## src/rtl/i2c_cond_pkg.sv

```systemverilog
`timescale 1ns/1ps
package i2c_cond_pkg;
    typedef enum logic [3:0] {
        ST_OFF, ST_IDLE, ST_WAIT_FREE, ST_START_SETUP, ST_START_HOLD, ST_START_LOW,
        ST_MASTER, ST_RS_HOLD, ST_RS_SDA_UP, ST_RS_SCL_UP, ST_SP_SDA_LOW,
        ST_SP_SCL_UP, ST_SP_SDA_UP, ST_BUS_ERR
    } cond_state_e;

    localparam logic [4:0] CODE_ERR    = 5'h00;
    localparam logic [4:0] CODE_START  = 5'h01;
    localparam logic [4:0] CODE_RSTART = 5'h02;
    localparam logic [4:0] CODE_BYTE   = 5'h03;
    localparam logic [4:0] CODE_IDLE   = 5'h1F;

    localparam int CMD_SWAP = 0;
    localparam int CMD_HOLD = 1;
    localparam int CMD_STO  = 2;
    localparam int CMD_STA  = 3;
    localparam int CMD_EN   = 4;
endpackage

```

## src/rtl/cond_phase_timer.sv

```systemverilog
`timescale 1ns/1ps
module cond_phase_timer #(
    parameter int W = 8
) (
    input  logic         clk,
    input  logic         rst_n,
    input  logic         restart,
    input  logic [W-1:0] len,
    output logic         done
);
    logic [W-1:0] cnt_q;

    assign done = (cnt_q == len - W'(1));

    always_ff @(posedge clk or negedge rst_n) begin
        if (!rst_n)       cnt_q <= '0;
        else if (restart) cnt_q <= '0;
        else if (!done)   cnt_q <= cnt_q + W'(1);
    end
endmodule

```

## src/rtl/cond_bus_watch.sv

```systemverilog
`timescale 1ns/1ps
module cond_bus_watch #(
    parameter int SYNC = 2
) (
    input  logic clk,
    input  logic rst_n,
    input  logic sda_i,
    input  logic scl_i,
    output logic start_det,
    output logic stop_det,
    output logic busy
);
    logic [SYNC-1:0] sda_s, scl_s;
    logic            sda_p, scl_p, busy_q;
    logic            sda_now, scl_now;

    assign sda_now   = sda_s[SYNC-1];
    assign scl_now   = scl_s[SYNC-1];
    assign start_det = scl_now & scl_p & sda_p & ~sda_now;
    assign stop_det  = scl_now & scl_p & ~sda_p & sda_now;
    assign busy      = busy_q;

    always_ff @(posedge clk or negedge rst_n) begin
        if (!rst_n) begin
            sda_s  <= '1;
            scl_s  <= '1;
            sda_p  <= 1'b1;
            scl_p  <= 1'b1;
            busy_q <= 1'b0;
        end else begin
            sda_s <= {sda_s[SYNC-2:0], sda_i};
            scl_s <= {scl_s[SYNC-2:0], scl_i};
            sda_p <= sda_now;
            scl_p <= scl_now;
            if (start_det)     busy_q <= 1'b1;
            else if (stop_det) busy_q <= 1'b0;
        end
    end
endmodule

```

## src/rtl/i2c_cond_gen.sv

```systemverilog
`timescale 1ns/1ps
module i2c_cond_gen
    import i2c_cond_pkg::*;
#(
    parameter int HALF_CYC = 10,
    parameter int HOLD_CYC = 8
) (
    input  logic       clk,
    input  logic       rst_n,
    input  logic       cmd_we,
    input  logic [4:0] cmd_wdata,
    output logic [4:0] cmd_q,
    input  logic       byte_done,
    output logic [4:0] cond_status,
    input  logic       pin_a_i,
    input  logic       pin_b_i,
    output logic       pin_a_oe,
    output logic       pin_b_oe
);
    localparam int LONGEST = (HALF_CYC > HOLD_CYC) ? HALF_CYC : HOLD_CYC;
    localparam int TW      = $clog2(LONGEST + 1) + 1;

    cond_state_e   state_q, state_d;
    logic [4:0]    cmd_r;
    logic          en_q, sta_q, sto_q, hold_q, swap_q;
    logic          sto_clr, bytes_q, rs_q;
    logic          sda_drv, scl_drv, mid_master;
    logic          sda_in, scl_in, start_det, stop_det, busy;
    logic          tm_restart, tm_done;
    logic [TW-1:0] tm_len;
    logic [4:0]    master_code;

    assign en_q   = cmd_r[CMD_EN];
    assign sta_q  = cmd_r[CMD_STA];
    assign sto_q  = cmd_r[CMD_STO];
    assign hold_q = cmd_r[CMD_HOLD];
    assign swap_q = cmd_r[CMD_SWAP];
    assign cmd_q  = cmd_r;

    // pin role exchange
    assign sda_in   = swap_q ? pin_b_i : pin_a_i;
    assign scl_in   = swap_q ? pin_a_i : pin_b_i;
    assign pin_a_oe = swap_q ? scl_drv : sda_drv;
    assign pin_b_oe = swap_q ? sda_drv : scl_drv;

    cond_bus_watch #(.SYNC(2)) watch_i (
        .clk(clk), .rst_n(rst_n), .sda_i(sda_in), .scl_i(scl_in),
        .start_det(start_det), .stop_det(stop_det), .busy(busy)
    );

    assign tm_restart = (state_d != state_q);

    cond_phase_timer #(.W(TW)) timer_i (
        .clk(clk), .rst_n(rst_n), .restart(tm_restart), .len(tm_len), .done(tm_done)
    );

    // command word: software writes win over the hardware stop clear
    always_ff @(posedge clk or negedge rst_n) begin
        if (!rst_n)       cmd_r <= '0;
        else if (cmd_we)  cmd_r <= cmd_wdata;
        else if (sto_clr) cmd_r[CMD_STO] <= 1'b0;
    end

    // state register
    always_ff @(posedge clk or negedge rst_n) begin
        if (!rst_n) begin
            state_q <= ST_OFF;
            bytes_q <= 1'b0;
            rs_q    <= 1'b0;
        end else begin
            state_q <= state_d;
            if (state_d == ST_START_HOLD && state_q != ST_START_HOLD) begin
                bytes_q <= 1'b0;
                rs_q    <= (state_q == ST_RS_SCL_UP);
            end else if (state_q == ST_MASTER && byte_done) begin
                bytes_q <= 1'b1;
            end
        end
    end

    // next state
    always_comb begin
        state_d = state_q;
        sto_clr = 1'b0;
        if (!en_q) begin
            state_d = ST_OFF;
        end else if (mid_master && (start_det || stop_det)) begin
            state_d = ST_BUS_ERR;
        end else begin
            unique case (state_q)
                ST_OFF: state_d = ST_IDLE;
                ST_IDLE: begin
                    if (sto_q)              sto_clr = 1'b1;
                    else if (sta_q && !busy) state_d = ST_START_SETUP;
                    else if (sta_q)         state_d = ST_WAIT_FREE;
                end
                ST_WAIT_FREE: begin
                    sto_clr = sto_q;
                    if (!sta_q)        state_d = ST_IDLE;
                    else if (stop_det) state_d = ST_START_SETUP;
                end
                ST_START_SETUP: begin
                    sto_clr = sto_q;
                    if (start_det)    state_d = ST_WAIT_FREE;
                    else if (tm_done) state_d = ST_START_HOLD;
                end
                ST_START_HOLD: if (tm_done) state_d = ST_START_LOW;
                ST_START_LOW:  if (tm_done) state_d = ST_MASTER;
                ST_MASTER: begin
                    if (sto_q)                  state_d = ST_SP_SDA_LOW;
                    else if (sta_q && bytes_q)  state_d = hold_q ? ST_RS_HOLD : ST_RS_SDA_UP;
                end
                ST_RS_HOLD:    if (tm_done) state_d = ST_RS_SDA_UP;
                ST_RS_SDA_UP:  if (tm_done) state_d = ST_RS_SCL_UP;
                ST_RS_SCL_UP:  if (tm_done) state_d = ST_START_HOLD;
                ST_SP_SDA_LOW: if (tm_done) state_d = ST_SP_SCL_UP;
                ST_SP_SCL_UP:  if (tm_done) state_d = ST_SP_SDA_UP;
                ST_SP_SDA_UP: begin
                    if (stop_det) begin
                        sto_clr = 1'b1;
                        state_d = sta_q ? ST_START_SETUP : ST_IDLE;
                    end
                end
                ST_BUS_ERR: begin
                    if (sto_q) begin
                        sto_clr = 1'b1;
                        state_d = ST_IDLE;
                    end
                end
                default: state_d = ST_OFF;
            endcase
        end
    end

    // outputs
    always_comb begin
        sda_drv     = 1'b0;
        scl_drv     = 1'b0;
        mid_master  = 1'b0;
        tm_len      = TW'(HALF_CYC);
        master_code = bytes_q ? CODE_BYTE : (rs_q ? CODE_RSTART : CODE_START);
        cond_status = CODE_IDLE;
        unique case (state_q)
            ST_START_HOLD: begin
                sda_drv = 1'b1; cond_status = master_code;
            end
            ST_START_LOW, ST_MASTER, ST_SP_SDA_LOW: begin
                sda_drv = 1'b1; scl_drv = 1'b1; mid_master = 1'b1; cond_status = master_code;
            end
            ST_RS_HOLD: begin
                sda_drv = 1'b1; scl_drv = 1'b1; mid_master = 1'b1; cond_status = master_code;
                tm_len  = TW'(HOLD_CYC);
            end
            ST_RS_SDA_UP: begin
                scl_drv = 1'b1; mid_master = 1'b1; cond_status = master_code;
            end
            ST_RS_SCL_UP: begin
                mid_master = 1'b1; cond_status = master_code;
            end
            ST_SP_SCL_UP: begin
                sda_drv = 1'b1; mid_master = 1'b1; cond_status = master_code;
            end
            ST_BUS_ERR: cond_status = CODE_ERR;
            default: ;
        endcase
    end


    lines_free_when_off_chk: assert property (@(posedge clk) disable iff (!rst_n)
        !en_q |=> (!pin_a_oe && !pin_b_oe));


    start_bit_sticky_chk: assert property (@(posedge clk) disable iff (!rst_n)
        !cmd_we |=> (sta_q == $past(sta_q)));


    foreign_cond_err_chk: assert property (@(posedge clk) disable iff (!rst_n)
        (en_q && mid_master && (start_det || stop_det)) |=> (state_q == ST_BUS_ERR));


    err_recover_chk: assert property (@(posedge clk) disable iff (!rst_n)
        (state_q == ST_BUS_ERR && en_q && sto_q && !cmd_we) |=> (state_q == ST_IDLE && !sto_q));


    defer_busy_chk: assert property (@(posedge clk) disable iff (!rst_n)
        (busy && !stop_det && (state_q == ST_IDLE || state_q == ST_WAIT_FREE)) |=> !sda_drv);


    sda_steady_scl_high_chk: assert property (@(posedge clk) disable iff (!rst_n)
        (!scl_drv && !$past(scl_drv) && $past(en_q) && (sda_drv != $past(sda_drv)))
        |-> (state_q == ST_START_HOLD || state_q == ST_SP_SDA_UP));
endmodule

```

## config.mk

```make
export PLATFORM = sky130hd
export DESIGN_NAME = i2c_cond_gen
export DESIGN_NICKNAME = d
export VERILOG_FILES = /design/src/rtl/i2c_cond_pkg.sv /design/src/rtl/cond_phase_timer.sv /design/src/rtl/cond_bus_watch.sv /design/src/rtl/i2c_cond_gen.sv
export SDC_FILE = /design/constraint.sdc
export NUM_CORES = 1
export LEC_CHECK = 0
export ABC_AREA = 1
export BUFFER_PORTS_ARGS = -buffer_cell sky130_fd_sc_hd__buf_2
export CAP_MARGIN = 20
export CELL_PAD_IN_SITES_DETAIL_PLACEMENT = 1
export CELL_PAD_IN_SITES_GLOBAL_PLACEMENT = 1
export CORE_MARGIN = 8
export CORE_UTILIZATION = 39
export CTS_CLUSTER_SIZE = 24
export DETAILED_ROUTE_END_ITERATION = 8
export GPL_ROUTABILITY_DRIVEN = 1
export PLACE_DENSITY_LB_ADDON = 0.1
export SYNTH_ARGS = -nofsm -noshare
export SYNTH_HDL_FRONTEND = slang
export SYNTH_SLANG_ARGS = --single-unit
```

## constraint.sdc

```tcl
create_clock -name clk -period 1.9 [get_ports clk]
set_input_delay 0.38 -clock clk [delete_from_list [all_inputs] [get_ports clk]]
set_output_delay 0.38 -clock clk [all_outputs]
set_load 0.1 [all_outputs]
```

After elaboration in Yosys (flattened, before gate mapping)
Index checks and enable logic that the tools add are counted.
{ "totals": {"ff_bits": 23, "inputBits": 11, "wordCells": 101} }
{ "classes": {"addsub": 2, "n_eq_ne": 18, "mux": 46, "bitwise_logic": 7, "n_reduce_logical": 17} }
{ "op_table": {"columns": ["cell", "n"], "rows": [
  ["2-to-1 mux 4 bit", 20],
  ["one-hot mux 4 bit (14 select lines)", 1],
  ["equality test 4 bit (second input constant)", 6],
  ["equality test 4 x 3 -> 1 bit (second input constant)", 5],
  ["2-to-1 mux 1 bit", 17],
  ["2-to-1 mux 5 bit", 2],
  ["one-hot mux 5 bit (2 select lines)", 1],
  ["equality test 4 x 2 -> 1 bit (second input constant)", 2],
  ["2-to-1 mux 2 bit", 4],
  ["OR reduction 8 bit", 1],
  ["OR reduction 7 bit", 1],
  ["nonzero test 2 bit", 3],
  ["OR reduction 6 bit", 1],
  ["adder 5 x 1 -> 5 bit (second input constant)", 1],
  ["bitwise AND 1 bit", 5],
  ["equality test 5 bit", 1],
  ["logical AND 1 bit", 5],
  ["OR reduction 5 bit", 1],
  ["subtractor 4 x 1 -> 5 bit (second input constant)", 1],
  ["equality test 4 x 1 -> 1 bit (second input constant)", 1],
  ["logical NOT 4 bit", 1],
  ["inequality test 4 x 3 -> 1 bit (second input constant)", 1],
  ["inequality test 4 bit", 1],
  ["OR reduction 2 bit", 2],
  ["other kinds (5)", 6]
]} }

Depth between registers and ports, before layout
{ "logic_depth": {"ltp_word": 12, "ltp_mapped": 15} }

Hierarchy
Synthesis repeated with hierarchy kept, for this count alone.
{ "unflattened": {"cells_unflattened": 296, "area_unflattened_um2": 1893.1} }
{ "modules_own_cells": {"columns": ["module", "instances", "cells_each", "area_each_um2"], "rows": [
  ["i2c_cond_gen", 1, 197, 1128.6],
  ["cond_phase_timer", 1, 82, 540.5],
  ["cond_bus_watch", 1, 17, 224.0]
]} }

Least setup slack after synthesis
Ideal clock, no wire load.
{ "synth_path": {"path_type": "register to output", "from": "register cmd_r[0] (netlist: cmd_q[0])", "to": "output pin_b_oe", "t_arrival_ns": 3.330, "t_required_ns": 1.520, "setup_slack_ns": -1.810, "stages_incl_launch_ff": 3, "path_buffers": 0, "path_cell_list": "dfrtp_1 > inv_1 > o21ai_0"} }
{ "synth_via": {"elab_chain_len": 1} }
{ "synth_lines": {"columns": ["element", "line_no", "rtl"], "rows": [
  ["start: declaration", "i2c_cond_gen.sv:24", "logic [4:0] cmd_r;"],
  ["start signal: assignment", "i2c_cond_gen.sv:60", "else if (cmd_we) cmd_r <= cmd_wdata;"],
  ["2-to-1 mux 1 bit", "i2c_cond_gen.sv:44", "assign pin_b_oe = swap_q ? sda_drv : scl_drv;"],
  ["end: declaration", "i2c_cond_gen.sv:18", "output logic pin_b_oe"]
]} }
No other way between the ends.

Worst setup path after layout
{ "layout_path": {"from": "register cmd_r[3] (netlist: cmd_q[3])", "to": "register timer_i.cnt_q[1]"} }
{ "layout_via": {"elab_chain_len": 8, "elab_cells_between_ends": 16, "classes_between": "eq/ne (2); mux (12); reduce/logical (2)"} }
{ "layout_lines": {"columns": ["element", "line_no", "rtl"], "rows": [
  ["2-to-1 mux 4 bit, or another cell as far along", "i2c_cond_gen.sv:95", "else if (sta_q) state_d = ST_WAIT_FREE;"],
  ["2-to-1 mux 4 bit, on equally long branches", "i2c_cond_gen.sv:94, i2c_cond_gen.sv:111", null],
  ["2-to-1 mux 4 bit, on equally long branches", "i2c_cond_gen.sv:93, i2c_cond_gen.sv:110", null],
  ["one-hot mux 4 bit (14 select lines) (*)", "i2c_cond_gen.sv:90", "unique case (state_q)"],
  ["2-to-1 mux 4 bit (*)", "i2c_cond_gen.sv:87", "end else if (mid_master && (start_det || stop_det)) begin"],
  ["2-to-1 mux 4 bit (*)", "i2c_cond_gen.sv:85", "if (!en_q) begin"],
  ["inequality test 4 bit (*)", "i2c_cond_gen.sv:51", "assign tm_restart = (state_d != state_q);"],
  ["inequality test 2 x 1 -> 1 bit (no line) / 2-to-1 mux 5 bit (equally long branches)", null, null],
  ["end signal: assignment", "cond_phase_timer.sv:18", "else if (!done) cnt_q <= cnt_q + W'(1);"],
  ["end: declaration", "cond_phase_timer.sv:11", "logic [W-1:0] cnt_q;"]
]} }
Every way passes the cells marked *; elsewhere a longest branch is shown, timed or not.
A chain may end at the register's enable or synchronous reset.

==> impl_metrics.env <==
export IMPL_cts_tree="yes"
export IMPL_mostFrequentLayoutCells="nand2_1 (56), buf_4 (39), nand2_2 (24)"
export IMPL_crit_chain="nand2_1 -> buf_4 -> nand2_1 -> nand2_1 -> nor2_1 -> nor3_2 -> buf_4 -> nand3_4 -> nand2_4 -> nand2_2 -> nand2_2 -> nand3_4 -> nor2_2"
export IMPL_syn_avg_cell_area_um2=6.49
export IMPL_yosys_register_bits=23
export IMPL_dpl_hpwl_um=4320
export IMPL_power_mw=1.51
export IMPL_cts_clk_slew_worst_paths_ns=0.10
export IMPL_critPathSlowestCell="dfrtp_4"
export IMPL_crit_arrival_ns=2.36
export IMPL_hold_ws_ns=0.0542
export IMPL_slew_viol_final=0
export IMPL_drcViolationCount=0
export IMPL_top_usage_layer="met2"
export IMPL_finalSetupViolations=16
export IMPL_fillers=459
export IMPL_worstMarginPinSlew_ns=0.549
export IMPL_syn_to_final_growth_pct=73.2
export IMPL_fin_area_um2=2720
export IMPL_crit_required_ns=2.12
export IMPL_hold_path_class="in -> async"
export IMPL_floorplan_initialDensity_pct=39.9
export IMPL_ys_flop_type="dfrtp_1"
export IMPL_core_area_um2=3940
export IMPL_io_pins=23
export IMPL_grt_pass1_wl_um=9690
export IMPL_utilization_pct=69.0
export IMPL_grt_use_met2_pct=35.5
export IMPL_yosysWarnings=0
export IMPL_rsz0062_at_grt="true"
export IMPL_syn_nets=254
export IMPL_numCtsBuffers=3
export IMPL_worst_ir_drop_vdd_mv=0.672
export IMPL_synth_edf_count=0
export IMPL_grt_start_max_net_pins=24
export IMPL_clockBufferDepth=2
export IMPL_antenna_found_initial=0
export IMPL_placed_area_um2=2120
export IMPL_pwr_density_cell_nw_per_um2=553
export IMPL_timing_final_hold_violations=0
export IMPL_cp_start_kind="flop"
export IMPL_setup_tns_ns=-2.66
export IMPL_grt_ovfl_total=0
export IMPL_wl_per_cell_um=22.7
export IMPL_gr_usage_met1_pct=21.0
export IMPL_fin_skew_ns=0.0124
export IMPL_post_route_worst_setup_slack_ns=-0.240
export IMPL_grt_use_met3_pct=4.05
export IMPL_port_buffers=22
export IMPL_die_area_um2=6320
export IMPL_insertion_delay_ns=0.30
export IMPL_outcome="finished with violations"
export IMPL_avgViaCountPerCell=5.57
export IMPL_seq_area_frac_synth_pct=37.1
export IMPL_n_antenna_cell=0
export IMPL_cp_common_cell="nand2_1"
export IMPL_finalWeightedCongestion=0.923
export IMPL_vias=2023
export IMPL_leakage_nw=1.42
export IMPL_first_pass_iters=4
export IMPL_period_needed_ns=2.14
export IMPL_cts_htree_levels=1
export IMPL_crit_path_end_kind="flop"
export IMPL_cap_violations=0
export IMPL_slew_headroom_pct=63.4
export IMPL_netlist_area_um2=1570
export IMPL_critical_path_class="reg -> reg"
export IMPL_ant_nets=0
export IMPL_root_buffer="clkbuf_8"
export IMPL_netlist_instances=242
export IMPL_core_rowCount=23
export IMPL_worstPathMaxFanout=5
export IMPL_async_reset_ff_share_pct=100
export IMPL_cts_sinks=23
export IMPL_post_route_period_util_pct=113
export IMPL_die_w_um=79.5
export IMPL_drive_above_1_share_pct=56.9
export IMPL_clock_fmax_ghz=0.467
export IMPL_nets=326
export IMPL_die_height_um=79.5
export IMPL_grt_usage_pct=19.6
export IMPL_final_common_cell="nand2_1"
export IMPL_drt_iter0_markers=151
export IMPL_violations="setup timing"
export IMPL_postRouteWirelength_um=8260
export IMPL_critPathMaxStageDelay_ns=0.51
export IMPL_ys_types=25
export IMPL_grt_pass1_vias=1985
[power by group]
group,total [mW],internal [mW],leakage [nW],switching [mW]
Clock,0.353,0.148,0.0255,0.205
Sequential,0.642,0.561,0.274,0.0807
Combinational,0.511,0.169,1.12,0.342
Total,1.51,0.878,1.42,0.627
[area by class of cell]
cell class,count,area (um2),share of cell area (%)
Clock buffer,3,41.3,1.52
Clock inverter,1,5.00,0.184
Inverter,34,135,4.97
Multi-Input combinational cell,180,1220,44.9
Sequential cell,23,597,21.9
Tap cell,50,62.6,2.30
Timing Repair Buffer,72,658,24.2
[synth_stat cells (3+ instances only)]
library cell  number  area share [%]
nand2_1           83              20
dfstp_2            6              10
nor2_1            33             7.9
nand3_1           22             7.0
dfrtp_1           17              27
inv_2              3            0.72
nand4_1            4             1.6
inv_1             30             7.2
buf_4              4             1.9
nand2_2            6             2.4
xor2_1             3             1.7
o21ai_0           14             4.5
nor2_2             3             1.2
[per-stage QoR]
stage / setup WS, ns / instances
after floorplan: -0.103 / 242
after global placement: -0.0917 / 339
after detailed placement: -0.168 / 339
after CTS: -0.0872 / 348
after global routing: -0.311 / 363
final: -0.240 / 363
[sequential cells by signal (all words and copies together), names as in the netlist]
register / cells
bytes_q: 1
watch_i.scl_s: 2
timer_i.cnt_q: 5
watch_i.sda_p: 1
cmd_q: 5
state_q: 4
watch_i.scl_p: 1
watch_i.busy: 1
watch_i.sda_s: 2
rs_q: 1
[layer usage]
metal  part of all wire, %  routed length (um)  vias to the layer above
met2                    52                4270                       73
met5                     0                   0                        -
met3                   4.3                 352                       35
li1                      -                   -                      902
met1                    39                3200                     1013
met4                   5.3                 439                        0
[cells by family after synthesis]
family                   synth area share (%)
XOR/XNOR                                 1.67
AO/OA/AOI/OAI                            6.85
AND/OR/NAND/NOR                          42.6
multiplexers                            0.637
flip-flops                               37.1
adder cells (fa/ha/maj)                 0.796
buffers and inverters                    10.3
[timing repair]
action,in CTS,in global routing
endpoints found under the setup margin,14,14
setup buffers,5,16
gates cloned,0,0
hold buffers,0,0
pin swaps,8,29
gates resized for setup,30,79
[path summary, 6_finish.rpt]
kind	depth (start not counted)	from	slack [ns]	to
setup / recovery	13	cmd_q[3]$_DFFE_PN0P_	-0.24	timer_i.cnt_q[1]$_DFFE_PN0P_
setup reg to reg	13	cmd_q[3]$_DFFE_PN0P_	-0.24	timer_i.cnt_q[1]$_DFFE_PN0P_
hold / removal	1	rst_n	0.05	bytes_q$_DFFE_PN0P_
max in group asynchronous	1	rst_n	1.44	state_q[1]$_DFF_PN0_
min in group clk	3	cmd_wdata[4]	0.27	cmd_q[4]$_DFFE_PN0P_
hold reg to reg	0	watch_i.sda_s[0]$_DFF_PN1_	0.36	watch_i.sda_s[1]$_DFF_PN1_
[critical path: cells and delay by family (launching register included)]
family | cells | cell delay [ns]
buf+inv | 2 | 0.31
simple gates | 11 | 1.22
flops | 1 | 0.51
(Power assumes the default switching activity.)
